==> src/rtl/scrub_pkg.sv <==
package scrub_pkg;
  typedef enum logic [2:0] {
    S_IDLE,
    S_GOLD,
    S_LIVE,
    S_CMP,
    S_FIX,
    S_NEXT
  } scrub_state_t;
endpackage

==> src/rtl/scrub_gold_buf.sv <==
module scrub_gold_buf #(
  parameter int WORD_W = 32,
  parameter int DEPTH  = 16,
  localparam int AW    = $clog2(DEPTH)
) (
  input  logic              clk,
  input  logic              we,
  input  logic [AW-1:0]     waddr,
  input  logic [WORD_W-1:0] wdata,
  input  logic [AW-1:0]     raddr,
  output logic [WORD_W-1:0] rdata
);
  logic [WORD_W-1:0] mem [DEPTH];

  always_ff @(posedge clk) begin
    if (we) mem[waddr] <= wdata;
  end

  assign rdata = mem[raddr];
endmodule

==> src/rtl/scrub_mismatch.sv <==
module scrub_mismatch #(
  parameter int WORD_W = 32
) (
  input  logic              clk,
  input  logic              rst_n,
  input  logic              clr,
  input  logic              en,
  input  logic [WORD_W-1:0] live_w,
  input  logic [WORD_W-1:0] gold_w,
  output logic              bad
);
  function automatic logic word_differs(logic [WORD_W-1:0] a, logic [WORD_W-1:0] b);
    return |(a ^ b);
  endfunction

  always_ff @(posedge clk) begin
    if (!rst_n || clr) bad <= 1'b0;
    else if (en)       bad <= bad | word_differs(live_w, gold_w);
  end

  // once a difference has been seen the flag stays set until cleared
  assert_bad_sticky_R3: assert property (@(posedge clk) disable iff (!rst_n)
    bad && !clr |=> bad);
endmodule

==> src/rtl/scrub_upset_ctr.sv <==
module scrub_upset_ctr #(
  parameter int CNT_W = 16
) (
  input  logic             clk,
  input  logic             rst_n,
  input  logic             inc,
  output logic [CNT_W-1:0] count
);
  function automatic logic [CNT_W-1:0] sat_inc(logic [CNT_W-1:0] v);
    return (&v) ? v : v + 1'b1;
  endfunction

  always_ff @(posedge clk) begin
    if (!rst_n)   count <= '0;
    else if (inc) count <= sat_inc(count);
  end

  assert_no_wrap_R6: assert property (@(posedge clk) disable iff (!rst_n)
    (&count) |=> (&count));

  assert_step_one_R5: assert property (@(posedge clk) disable iff (!rst_n)
    !$stable(count) |-> count == $past(count) + 1'b1);
endmodule

==> src/rtl/frame_scrubber.sv <==
module frame_scrubber
  import scrub_pkg::*;
#(
  parameter int WORD_W      = 32,
  parameter int FRAME_WORDS = 16,
  parameter int FRAME_COUNT = 64,
  parameter int CNT_W       = 16,
  localparam int WI_W = $clog2(FRAME_WORDS),
  localparam int FA_W = $clog2(FRAME_COUNT),
  localparam int FL_W = $clog2(FRAME_COUNT * FRAME_WORDS)
) (
  input  logic              clk,
  input  logic              rst_n,
  input  logic              start,
  input  logic              stop,
  output logic              fl_valid,
  output logic [FL_W-1:0]   fl_addr,
  input  logic              fl_ready,
  input  logic [WORD_W-1:0] fl_data,
  output logic              cr_valid,
  output logic [FA_W-1:0]   cr_frame,
  output logic [WI_W-1:0]   cr_word,
  input  logic              cr_ready,
  input  logic [WORD_W-1:0] cr_data,
  output logic              cw_valid,
  output logic [FA_W-1:0]   cw_frame,
  output logic [WI_W-1:0]   cw_word,
  output logic [WORD_W-1:0] cw_data,
  input  logic              cw_ready,
  output logic              busy,
  output logic              fix_pulse,
  output logic [FA_W-1:0]   last_fix_frame,
  output logic [CNT_W-1:0]  upset_cnt
);
  function automatic logic [FA_W-1:0] next_frame(logic [FA_W-1:0] f);
    return (f == FA_W'(FRAME_COUNT - 1)) ? '0 : f + 1'b1;
  endfunction

  function automatic logic [FL_W-1:0] flash_addr(logic [FA_W-1:0] f, logic [WI_W-1:0] w);
    return FL_W'(f) * FL_W'(FRAME_WORDS) + FL_W'(w);
  endfunction

  function automatic logic [WI_W-1:0] next_word(logic [WI_W-1:0] w);
    return (w == WI_W'(FRAME_WORDS - 1)) ? '0 : w + 1'b1;
  endfunction

  scrub_state_t      st;
  logic [FA_W-1:0]   frame;
  logic [WI_W-1:0]   word;
  logic              stop_pend;
  logic [WORD_W-1:0] gold_rd;

  // named internal events
  logic last_word, gold_hs, live_hs, fix_hs, frame_fixed, frame_bad, stop_req, cmp_clr;
  assign last_word   = (word == WI_W'(FRAME_WORDS - 1));
  assign gold_hs     = (st == S_GOLD) && fl_ready;
  assign live_hs     = (st == S_LIVE) && cr_ready;
  assign fix_hs      = (st == S_FIX)  && cw_ready;
  assign frame_fixed = fix_hs && last_word;
  assign stop_req    = stop_pend || stop;
  assign cmp_clr     = (st == S_IDLE) || (st == S_NEXT);

  scrub_gold_buf #(.WORD_W(WORD_W), .DEPTH(FRAME_WORDS)) u_buf (
    .clk   (clk),
    .we    (gold_hs),
    .waddr (word),
    .wdata (fl_data),
    .raddr (word),
    .rdata (gold_rd)
  );

  scrub_mismatch #(.WORD_W(WORD_W)) u_cmp (
    .clk    (clk),
    .rst_n  (rst_n),
    .clr    (cmp_clr),
    .en     (live_hs),
    .live_w (cr_data),
    .gold_w (gold_rd),
    .bad    (frame_bad)
  );

  scrub_upset_ctr #(.CNT_W(CNT_W)) u_ctr (
    .clk   (clk),
    .rst_n (rst_n),
    .inc   (frame_fixed),
    .count (upset_cnt)
  );

  always_ff @(posedge clk) begin
    if (!rst_n) begin
      st        <= S_IDLE;
      frame     <= '0;
      word      <= '0;
      stop_pend <= 1'b0;
    end else begin
      if (st == S_IDLE)  stop_pend <= 1'b0;
      else if (stop)     stop_pend <= 1'b1;
      unique case (st)
        S_IDLE: if (start) begin
          st    <= S_GOLD;
          frame <= '0;
          word  <= '0;
        end
        S_GOLD: if (gold_hs) begin
          word <= next_word(word);
          if (last_word) st <= S_LIVE;
        end
        S_LIVE: if (live_hs) begin
          word <= next_word(word);
          if (last_word) st <= S_CMP;
        end
        S_CMP: st <= frame_bad ? S_FIX : S_NEXT;
        S_FIX: if (fix_hs) begin
          word <= next_word(word);
          if (last_word) st <= S_NEXT;
        end
        S_NEXT: begin
          frame <= next_frame(frame);
          st    <= stop_req ? S_IDLE : S_GOLD;
        end
        default: st <= S_IDLE;
      endcase
    end
  end

  always_ff @(posedge clk) begin
    if (!rst_n) begin
      fix_pulse      <= 1'b0;
      last_fix_frame <= '0;
    end else begin
      fix_pulse <= frame_fixed;
      if (frame_fixed) last_fix_frame <= frame;
    end
  end

  assign busy     = (st != S_IDLE);
  assign fl_valid = (st == S_GOLD);
  assign fl_addr  = flash_addr(frame, word);
  assign cr_valid = (st == S_LIVE);
  assign cr_frame = frame;
  assign cr_word  = word;
  assign cw_valid = (st == S_FIX);
  assign cw_frame = frame;
  assign cw_word  = word;
  assign cw_data  = gold_rd;

  assert_fl_hold_R11: assert property (@(posedge clk) disable iff (!rst_n)
    fl_valid && !fl_ready |=> fl_valid && $stable(fl_addr));

  assert_cw_hold_R11: assert property (@(posedge clk) disable iff (!rst_n)
    cw_valid && !cw_ready |=> cw_valid && $stable(cw_data) && $stable(cw_word) && $stable(cw_frame));

  assert_live_after_gold_R2: assert property (@(posedge clk) disable iff (!rst_n)
    $rose(cr_valid) |-> $past(fl_valid));

  assert_write_only_bad_R4: assert property (@(posedge clk) disable iff (!rst_n)
    cw_valid |-> frame_bad);

  assert_strobe_once_R7: assert property (@(posedge clk) disable iff (!rst_n)
    fix_pulse |=> !fix_pulse);

  assert_idle_after_frame_R9: assert property (@(posedge clk) disable iff (!rst_n)
    $fell(busy) |-> $past(st == S_NEXT));
endmodule

==> config.mk <==
export PLATFORM = sky130hd
export DESIGN_NAME = frame_scrubber
export DESIGN_NICKNAME = d
export VERILOG_FILES = /design/src/rtl/scrub_pkg.sv /design/src/rtl/scrub_gold_buf.sv /design/src/rtl/scrub_mismatch.sv /design/src/rtl/scrub_upset_ctr.sv /design/src/rtl/frame_scrubber.sv
export SDC_FILE = /design/constraint.sdc
export NUM_CORES = 1
export LEC_CHECK = 0
export ABC_AREA = 1
export CAP_MARGIN = 40
export CORE_ASPECT_RATIO = 1.25
export CORE_MARGIN = 2
export CORE_UTILIZATION = 30
export CTS_BUF_LIST = sky130_fd_sc_hd__clkbuf_2 sky130_fd_sc_hd__clkbuf_4 sky130_fd_sc_hd__clkbuf_8
export DETAILED_ROUTE_END_ITERATION = 7
export PLACE_DENSITY = 0.46
export SYNTH_ARGS = -nofsm -noshare
export SYNTH_HDL_FRONTEND = slang
export SYNTH_HIERARCHICAL = 1
export SYNTH_SLANG_ARGS = --single-unit
==> constraint.sdc <==
create_clock -name clk -period 7.8 [get_ports clk]
set_input_delay 1.56 -clock clk [delete_from_list [all_inputs] [get_ports clk]]
set_output_delay 1.56 -clock clk [all_outputs]
set_load 0.02 [all_outputs]
==> impl_metrics.env <==
export IMPL_synth_seq_area_share=0.6504
export IMPL_p_per_area_nw_per_um2=274.5
export IMPL_ys_ff_latch=550
export IMPL_via_per_inst=4.546
export IMPL_p_clk_frac=0.302
export IMPL_end_kind="primary output"
export IMPL_cts_repair_resized=0
export IMPL_rows=117
export IMPL_relSlewSlack=0.3919
export IMPL_initial_utilization=0.3037
export IMPL_gp_congestion=0.8026
export IMPL_drtAntennaViolNets=0
export IMPL_drt_iter0_drc=1133
export IMPL_synth_edff_count=512
export IMPL_firstDrtPassIters=5
export IMPL_power_frac_seq=0.425
export IMPL_finalClockSkew_ns=0.03063
export IMPL_synthAdderAreaFrac=0.001513
export IMPL_grt_pass1_wl_um=105400
export IMPL_finalSetupViolCount=0
export IMPL_synthSimpleGateAreaFrac=0.2260
export IMPL_die_w_um=261.2
export IMPL_postCtsSetupBuffers=0
export IMPL_ir_drop_mv=0.1725
export IMPL_grt_pass1_vias=16918
export IMPL_fp_dieArea_um2=85020
export IMPL_syn_avg_cell_area_um2=9.887
export IMPL_holdPathStages=2
export IMPL_synth_area_um2=24810
export IMPL_clk_pin_slew_ns=0.06
export IMPL_place_ws_ns=2.936
export IMPL_cts_root_buf="clkbuf_8"
export IMPL_power_share_switching=0.3379
export IMPL_hp_start="u_cmp/bad"
export IMPL_syn_to_final_growth_pct=16.79
export IMPL_grt_use_total=0.1651
export IMPL_hold_violations=0
export IMPL_rsz0062_at_grt="false"
export IMPL_max_freq_mhz=180.8
export IMPL_r2r_end="u_cmp/bad"
export IMPL_worst_ep_required_time_ns=6.24
export IMPL_cts_tree="done"
export IMPL_synth_compound_gate_area_share=0.009936
export IMPL_yosysTopAreaCell="edfxtp_1"
export IMPL_worst_setup_path_start_kind="register"
export IMPL_grt_max_degree=82
export IMPL_drv_cap=0
export IMPL_worstRegToRegCells=15
export IMPL_async_flop_share=0
export IMPL_p_sw_w=0.002688
export IMPL_cts_sinks=550
export IMPL_core_um2=81690
export IMPL_fin_tns_setup_ns=0
export IMPL_min_period_ns=5.532
export IMPL_worst_slew_pin_slew_ns=0.9121
export IMPL_cp_arrival_ns=3.97
export IMPL_synthTopCellsByCount="792 x nand2_1, 512 x edfxtp_1, 433 x inv_1, 412 x nand3_1, 77 x nor2_1"
export IMPL_status="complete, no violations"
export IMPL_ff2ff_setup_slack_ns=3.71
export IMPL_yosysTopAreaCellShare=0.6198
export IMPL_synth_top_family_by_area="simple AND/OR/NAND/NOR gates"
export IMPL_critPathMaxFanout=81
export IMPL_cts_hold_buf=0
export IMPL_antenna_found_initial=1
export IMPL_p_leak_nw=11.86
export IMPL_vias=17298
export IMPL_hold_path_class="register to register"
export IMPL_synth_cell_types=32
export IMPL_finalNetCount=2740
export IMPL_crit_type="register to primary output"
export IMPL_routedWlPerCell_um=18.48
export IMPL_clockBufferDepth=3
export IMPL_worst_slack_ns=2.268
export IMPL_ys_flop_type="edfxtp_1"
export IMPL_drv_slew=0
export IMPL_numCtsBuffers=92
export IMPL_route_detailed_drc=0
export IMPL_period_share=0.7092
export IMPL_synthTopCellsByArea="edfxtp_1 62%, nand2_1 12%, nand3_1 8.3%, inv_1 6.6%, dfxtp_1 3.1%"
export IMPL_ios=160
export IMPL_drive_gt1_frac=0.08013
export IMPL_io_buffers=159
export IMPL_fillCellCount=8234
export IMPL_yosysMostFrequentCell="nand2_1"
export IMPL_wl_um=70310
export IMPL_timing_rr_start="cr_word[0]"
export IMPL_yosysWarningCount=6
export IMPL_min_to="u_cmp/bad"
export IMPL_hpwl_um=39320
export IMPL_grt_overflow=0
export IMPL_syn_nets=2583
export IMPL_clk_latency_ns=0.68
export IMPL_die_h_um=325.5
export IMPL_htree_num_levels=3
export IMPL_synthCells=2509
export IMPL_p_comb_frac=0.273
export IMPL_muxShareOfSynthArea=0
export IMPL_internal_power_w=0.005266
export IMPL_synth_xor_area_frac=0.009886
## layout make-up
cell class / instances / area [um2] / area share
diodes: 1 / 2.502 / 0.00008637
clock buffers: 122 / 1510 / 0.05213
clock inverters: 39 / 176.4 / 0.006089
inverters: 439 / 1655 / 0.05714
multi-input cells: 1391 / 6255 / 0.2159
flip-flops and latches: 550 / 16150 / 0.5574
well taps: 1071 / 1340 / 0.04625
repair buffers: 192 / 1884 / 0.06504
## cells in the final DEF (no fill, tap or decap), types with 2 or more instances in the layout
| cell | count |
|---|---|
| nor2_2 | 6 |
| nand2_2 | 5 |
| nand2_1 | 792 |
| clkinvlp_4 | 4 |
| a21oi_1 | 27 |
| clkdlybuf4s50_1 | 159 |
| nor2_1 | 61 |
| xnor2_1 | 27 |
| dfxtp_1 | 34 |
| clkinv_1 | 28 |
| dfxtp_4 | 3 |
| nand4_1 | 5 |
| ha_1 | 3 |
| nand3_1 | 412 |
| clkinv_2 | 6 |
| edfxtp_1 | 512 |
| o21ai_2 | 2 |
| clkbuf_4 | 27 |
| o21ai_0 | 17 |
| nor2_4 | 22 |
| nand3b_1 | 4 |
| buf_12 | 2 |
| clkbuf_8 | 95 |
| buf_4 | 30 |
| inv_1 | 431 |
| inv_2 | 6 |
## metal layers
layer  share of wire  GRT usage  up-vias
li1                -          -     8361
met1            0.44     0.2143     8380
met2            0.49     0.2800      467
met3           0.059    0.03280       90
met4           0.017    0.04298        0
met5               0          0        -
## logic make-up (layout without fill, tap and decap cells)
kind of cell / count (synthesis) / count (layout)
adder cells (fa/ha/maj): 3 / 3
flip-flops: 550 / 550
buffers and inverters: 568 / 792
other: 0 / 1
AO/OA/AOI/OAI: 47 / 47
XOR/XNOR: 28 / 28
AND/OR/NAND/NOR: 1313 / 1313
## metrics by stage
stage	std cells	area [um2]	total power (W)	hold WS (ns)	util
CTS	3804	28970	0.008075	0.4578	0.3546
detailed placement	3643	27280	0.005642	0.4485	0.3340
floorplan	2509	24810	0.004861	0.4252	-
global placement	3640	27210	0.005622	0.4394	0.3332
finish	3805	28970	0.007954	0.4550	0.3547
global route	3805	28970	0.008394	0.4796	0.3547
## worst max path at each step
stage / from / endpoint / slack (ns)
global route: cr_word[0] / cw_data[6] / 1.97
floorplan: fl_ready / u_buf/mem[12][0] / 4.04
global placement: cr_word[0] / cw_data[29] / 2.87
CTS: cr_word[0] / cw_data[8] / 2.19
finish: cr_word[0] / cw_data[0] / 2.27
detailed placement: cr_word[0] / cw_data[8] / 2.94
## sequential cells by signal, indices dropped and copies added, names as in the netlist
| name | cells |
|---|---|
| cr_frame | 6 |
| last_fix_frame | 6 |
| st | 3 |
| fix_pulse | 1 |
| u_ctr/count | 16 |
| u_buf/mem | 512 |
| u_cmp/bad | 1 |
| stop_pend | 1 |
| cr_word | 4 |
## critical path: stages (launching register included)
cell             delay [ns]
dfxtp_4                0.60
inv_6                  0.64
buf_4                  0.66
nand2_1                0.11
nand2_1                0.08
nand2_1                0.05
nand3_1                0.08
nand3_1                0.08
nand2_1                0.23
clkdlybuf4s50_1        0.66
## power by group through the flow
stage	clock, W	sequential, W	combinational [W]
2_1_floorplan	0	0.00338	0.00148
3_3_place_gp	0	0.00344	0.00218
3_5_place_dp	0	0.00344	0.00220
4_1_cts	0.00248	0.00338	0.00221
5_1_grt	0.00260	0.00339	0.00241
6_report	0.00240	0.00338	0.00217
No activity file was read; power rests on OpenSTA's default activity.
